--- src/rtl/pcu_pkg.sv ---
package pcu_pkg;
  typedef enum logic [1:0] {
    SEL_LOW   = 2'd0,
    SEL_HIGH  = 2'd1,
    SEL_UPPER = 2'd2,
    SEL_NONE  = 2'd3
  } pcu_sel_e;
endpackage

--- src/rtl/pcu_latch.sv ---
module pcu_latch #(
  parameter int HI_W = 8,
  parameter int UP_W = 5
) (
  input  logic            clk_i,
  input  logic            rst_ni,
  input  logic            snap_i,
  input  logic [HI_W-1:0] pc_hi_i,
  input  logic [UP_W-1:0] pc_up_i,
  input  logic            wr_hi_i,
  input  logic            wr_up_i,
  input  logic [HI_W-1:0] wr_hi_data_i,
  input  logic [UP_W-1:0] wr_up_data_i,
  output logic [HI_W-1:0] hi_o,
  output logic [UP_W-1:0] up_o
);
  always_ff @(posedge clk_i or negedge rst_ni) begin
    if (!rst_ni) begin
      hi_o <= '0;
      up_o <= '0;
    end else if (snap_i) begin
      hi_o <= pc_hi_i;
      up_o <= pc_up_i;
    end else begin
      if (wr_hi_i) hi_o <= wr_hi_data_i;
      if (wr_up_i) up_o <= wr_up_data_i;
    end
  end
endmodule

--- src/rtl/pcu_next.sv ---
module pcu_next #(
  parameter int WORD_W = 20,
  parameter int HI_W   = 8,
  parameter int UP_W   = 5
) (
  input  logic [WORD_W-1:0] pc_q_i,
  input  logic              adv_i,
  input  logic              adv_dbl_i,
  input  logic              load_i,
  input  logic [WORD_W-1:0] load_word_i,
  input  logic              wr_low_i,
  input  logic [6:0]        low_word_i,
  input  logic [HI_W-1:0]   hi_i,
  input  logic [UP_W-1:0]   up_i,
  output logic [WORD_W-1:0] pc_d_o,
  output logic              pc_en_o
);
  // counter is kept in instruction words; bit 0 of the byte address is implicit
  logic [WORD_W-1:0] step;
  assign step = adv_dbl_i ? WORD_W'(2) : WORD_W'(1);

  always_comb begin
    pc_d_o  = pc_q_i;
    pc_en_o = 1'b1;
    if (wr_low_i)    pc_d_o = {up_i, hi_i, low_word_i};
    else if (load_i) pc_d_o = load_word_i;
    else if (adv_i)  pc_d_o = pc_q_i + step;
    else             pc_en_o = 1'b0;
  end
endmodule

--- src/rtl/pcu_rdmux.sv ---
module pcu_rdmux #(
  parameter int UP_W = 5
) (
  input  logic [1:0]      sel_i,
  input  logic [7:0]      pc_lo_i,
  input  logic [7:0]      hi_i,
  input  logic [UP_W-1:0] up_i,
  output logic [7:0]      rdata_o
);
  import pcu_pkg::*;
  always_comb begin
    unique case (pcu_sel_e'(sel_i))
      SEL_LOW:   rdata_o = pc_lo_i;
      SEL_HIGH:  rdata_o = hi_i;
      SEL_UPPER: rdata_o = 8'(up_i);
      default:   rdata_o = 8'h00;
    endcase
  end
endmodule

--- src/rtl/pc_latch_unit.sv ---
module pc_latch_unit #(
  parameter int PC_W = 21
) (
  input  logic            clk_i,
  input  logic            rst_ni,
  input  logic            adv_i,
  input  logic            adv_dbl_i,
  input  logic            load_i,
  input  logic [PC_W-1:0] load_addr_i,
  input  logic [1:0]      reg_sel_i,
  input  logic            reg_rd_i,
  input  logic            reg_wr_i,
  input  logic [7:0]      reg_wdata_i,
  output logic [7:0]      reg_rdata_o,
  output logic [PC_W-1:0] pc_o
);
  import pcu_pkg::*;
  localparam int WORD_W = PC_W - 1;
  localparam int HI_W   = 8;
  localparam int UP_W   = PC_W - 16;

  logic [WORD_W-1:0] pc_q, pc_d;
  logic              pc_en;
  logic [HI_W-1:0]   hi_q;
  logic [UP_W-1:0]   up_q;
  logic              sel_low, sel_hi, sel_up;
  logic              unused_bit0;

  assign unused_bit0 = load_addr_i[0];
  assign sel_low = pcu_sel_e'(reg_sel_i) == SEL_LOW;
  assign sel_hi  = pcu_sel_e'(reg_sel_i) == SEL_HIGH;
  assign sel_up  = pcu_sel_e'(reg_sel_i) == SEL_UPPER;
  assign pc_o    = {pc_q, 1'b0};

  pcu_latch #(.HI_W(HI_W), .UP_W(UP_W)) i_latch (
    .clk_i       (clk_i),
    .rst_ni      (rst_ni),
    .snap_i      (reg_rd_i && sel_low),
    .pc_hi_i     (pc_o[15:8]),
    .pc_up_i     (pc_o[PC_W-1:16]),
    .wr_hi_i     (reg_wr_i && sel_hi),
    .wr_up_i     (reg_wr_i && sel_up),
    .wr_hi_data_i(reg_wdata_i),
    .wr_up_data_i(reg_wdata_i[UP_W-1:0]),
    .hi_o        (hi_q),
    .up_o        (up_q)
  );

  pcu_next #(.WORD_W(WORD_W), .HI_W(HI_W), .UP_W(UP_W)) i_next (
    .pc_q_i     (pc_q),
    .adv_i      (adv_i),
    .adv_dbl_i  (adv_dbl_i),
    .load_i     (load_i),
    .load_word_i(load_addr_i[PC_W-1:1]),
    .wr_low_i   (reg_wr_i && sel_low),
    .low_word_i (reg_wdata_i[7:1]),
    .hi_i       (hi_q),
    .up_i       (up_q),
    .pc_d_o     (pc_d),
    .pc_en_o    (pc_en)
  );

  pcu_rdmux #(.UP_W(UP_W)) i_rdmux (
    .sel_i  (reg_sel_i),
    .pc_lo_i(pc_o[7:0]),
    .hi_i   (hi_q),
    .up_i   (up_q),
    .rdata_o(reg_rdata_o)
  );

  always_ff @(posedge clk_i or negedge rst_ni) begin
    if (!rst_ni)    pc_q <= '0;
    else if (pc_en) pc_q <= pc_d;
  end
endmodule

--- config.mk ---
export PLATFORM = sky130hd
export DESIGN_NAME = pc_latch_unit
export DESIGN_NICKNAME = d
export VERILOG_FILES = /design/src/rtl/pcu_pkg.sv /design/src/rtl/pcu_latch.sv /design/src/rtl/pcu_next.sv /design/src/rtl/pcu_rdmux.sv /design/src/rtl/pc_latch_unit.sv
export SDC_FILE = /design/constraint.sdc
export NUM_CORES = 1
export LEC_CHECK = 0
export ABC_AREA = 1
export BUFFER_PORTS_ARGS = -buffer_cell sky130_fd_sc_hd__buf_4
export CAP_MARGIN = 15
export CORE_AREA = 2 2 64 91
export DETAILED_ROUTE_END_ITERATION = 7
export DIE_AREA = 0 0 66 93
export PLACE_DENSITY = 0.73
export SETUP_SLACK_MARGIN = 0.1
export SLEW_MARGIN = 25
export SYNTH_ARGS = -nofsm -noshare
export SYNTH_HDL_FRONTEND = slang
export SYNTH_SLANG_ARGS = --single-unit
--- constraint.sdc ---
create_clock -name clk_i -period 1.8 [get_ports clk_i]
set_input_delay 0.36 -clock clk_i [delete_from_list [all_inputs] [get_ports clk_i]]
set_output_delay 0.36 -clock clk_i [all_outputs]
set_load 0.005 [all_outputs]
==> results.tsv <==
stage	metric	value	unit
critical_path	FF-to-FF End	pc_q[16]	
routing	routed wire length	8.619	mm
logic_synthesis	Syn Inst Count	375	
sta	crit share post-route	102.1	%
logic_synthesis	Seq cells post-synth	33	
routing	routed via count	2915	
clock_network	H-tree levels	2	
clock_network	number of CTS-inserted buffers	5	
place	DP HPWL	6.330	mm
critical_path	CP endpoint kind	register	
routing	via density per instance	5.521	
clock_network	hold buffers post-CTS	0	
pwr	Power Total	2.694	mW
run_status	violated checks	setup timing	
routing	wire per inst	16.32	um
grt	antenna violations before repair	0	
routing	initial DRC count	259	
sta	fmax	0.5442	GHz
die	die area	6138	um^2
clock_network	clk sinks	33	
logic_synthesis	top area cells in the synthesized netlist	dfrtp_1 33%, nand2_1 12%, nor2_1 9.2%	
layout	Syn-to-layout area delta	35.18	%
critical_path	reg2reg start	pc_q[0]	
layout	Antenna Cells	0	
routing	Routed Antenna Nets	0	
layout	nets	500	
sta	fin crit period	1.837	ns
critical_path	worst-path fanout max	3	
critical_path	Max stage delay cell, worst path	dfrtp_1	
logic_synthesis	sequential share of the synthesized area	33.32	%
clock_network	clock tree buffer depth	2	
clock_network	Clk pin slew, worst setup/hold paths	0.07	ns
sta	setup TNS	-0.08165	ns
place	dpl ws	-0.1229	ns
logic_synthesis	Async S/R FF share, synth	100.0	%
grt	grt ovf	0	
die	num rows	32	
pwr	maximum vdd drop	0.4563	mV
critical_path	worst path bufs/invs	2	
critical_path	Worst EP arrival	2.02	ns
sta	Setup violations, final	3	
sta	final setup margin	-0.03745	ns
logic_synthesis	Post-synth EDFFs	0	
grt	vias in the first global route	2810	
critical_path	critical path's top delay family	adder cells	
die	I/O pin cnt	67	
pwr	power density cells	804.1	nW/um^2
critical_path	Max stage delay on crit path	0.39	ns
logic_synthesis	syn avg cell area	6.610	um^2
die	Initial Util	46.20	%
clock_network	CTS tree	yes	
die	die height	93	um
place	PortBufs	64	
flow_run	max cap viols	0	
clock_network	CTS root buf	clkbuf_8	
die	core area	5365	um^2
sta	final hold violation count	0	
logic_synthesis	number of synthesis warnings	0	
die	Die W	66	um
logic_synthesis	Synthesized Nets	416	
clock_network	clk_lat worst skew	0.29	ns
critical_path	Worst Setup Start Kind	register	
critical_path	CP cell instances	ha_4, inv_2, fa_2, buf_4, nor2_4, nand2_2, o21ai_1, nand3_1, a21oi_2, nor2_1	
layout	commonest non-fill, non-tap cell in the layout	buf_4	
sta	RSZ-0062 raised after global routing	yes	
routing	final routed DRC violation total	0	
logic_synthesis	Netlist Area Pre-Place	2479	um^2
min_path	worst hold path class	primary input to async pin	
layout	layout cells sized above 1	28.91	%
logic_synthesis	leading area contributor after synthesis	dfrtp_1	
routing	drt pass-1 iters	5	
place	Placer Congestion	0.9359	
critical_path	critical path start-end classification	register to register	
logic_synthesis	Distinct cells, synth	29	
critical_path	R2R depth	10	
sta	Clock Skew	0.008178	ns
critical_path	FF-to-FF setup slack	-0.04	ns
logic_synthesis	area share of the largest cell type after synthesis	33.32	%
grt	GRT Overall Usage	29.56	%
layout	most frequent cells in the layout	89 x buf_4, 74 x nand2_1, 61 x nor2_1, 47 x inv_1, 33 x dfrtp_1	
logic_synthesis	Main synth FF type	dfrtp_1	
grt	first-pass GRT wire length	13.76	mm
sta	Final Slew Violations	0	
pwr	P_leak	1.640	nW
critical_path	CP required	1.99	ns
run_status	run status	finished with violations	
grt	largest net degree at the start of global routing	34	
cell usage after synthesis (5+ instances only):
cell / n
inv_2: 5
o221ai_1: 10
a31oi_1: 6
nand3_1: 28
dfrtp_1: 33
nor2_1: 61
inv_1: 50
o22ai_1: 12
nor2_4: 5
nand2_2: 5
a21oi_1: 20
o21ai_0: 24
nand2_1: 76
metrics by stage:
step / instances / hold WS, ns / cell area (um^2) / utilization [%]
after floorplan: 375 / 0.06441 / 2514 / -
after global placement: 515 / 0.3430 / 3177 / 59.21
after detailed placement: 515 / 0.3425 / 3177 / 59.21
after CTS: 525 / 0.02215 / 3293 / 61.38
after global routing: 528 / 0.04836 / 3351 / 62.45
final: 528 / 0.02300 / 3351 / 62.45
cell families (layout without fill, tap and decap cells):
group                    Yosys count  after routing  share of synthesized area, %
buffers and inverters             68            153                         11.26
adder cells (fa/ha/maj)            3              3                         1.817
flip-flops                        33             33                         33.32
AND/OR/NAND/NOR                  185            185                         32.51
AO/OA/AOI/OAI                     82             82                         19.89
XOR/XNOR                           3              3                         1.060
other                              1              1                        0.1513
repair_timing:
item,CTS,global route
cloned,0,0
buffers inserted,2,3
resized for setup,1,13
setup endpoints to repair,6,12
pin swaps,3,8
sequential cells by signal, indices dropped and copies added, names as in the netlist:
| register | flops |
|---|---|
| i_latch.hi_o | 8 |
| i_latch.up_o | 5 |
| pc_q | 20 |
power by group:
group | total, mW | switching (mW) | internal, mW
clock | 0.642 | 0.296 | 0.346
combinational | 1.02 | 0.557 | 0.467
sequential | 1.03 | 0.159 | 0.869
worst reg2reg max path, delay by kind of cell (launching register included):
family	cells	cell delay, ns
AO/OA/AOI/OAI	2	0.26
adder cells (fa/ha/maj)	2	0.52
buffers and inverters	2	0.19
flip-flops	1	0.39
AND/OR/NAND/NOR	4	0.38
how the worst max path moves through the flow:
| stage | start | end | cells after the start |
|---|---|---|---|
| final | pc_q[0] | pc_q[16] | 10 |
| after global routing | pc_q[0] | pc_q[14] | 11 |
| after CTS | pc_q[0] | pc_q[14] | 11 |
| after detailed placement | adv_dbl_i | pc_q[10] | 12 |
| after global placement | adv_dbl_i | pc_q[14] | 13 |
| after floorplan | adv_dbl_i | pc_q[14] | 12 |
final cells by class:
cell class	count	area, um^2
Multi-Input combinational cell	274	1441
Tap cell	68	85.08
Sequential cell	33	825.8
Clock buffer	7	96.34
Clock inverter	1	5.005
Inverter	55	209.0
Fill cell	517	2014
Timing Repair Buffer	90	688.2
metal layers:
metal / vias to the layer above / GRT usage [%] / wire length [um]
met5: - / 0 / 0
met4: 0 / 12.24 / 214
met3: 21 / 5.295 / 536
met2: 134 / 49.83 / 4363
met1: 1361 / 36.79 / 3504
li1: 1399 / - / -
(Power assumes the default switching activity.)
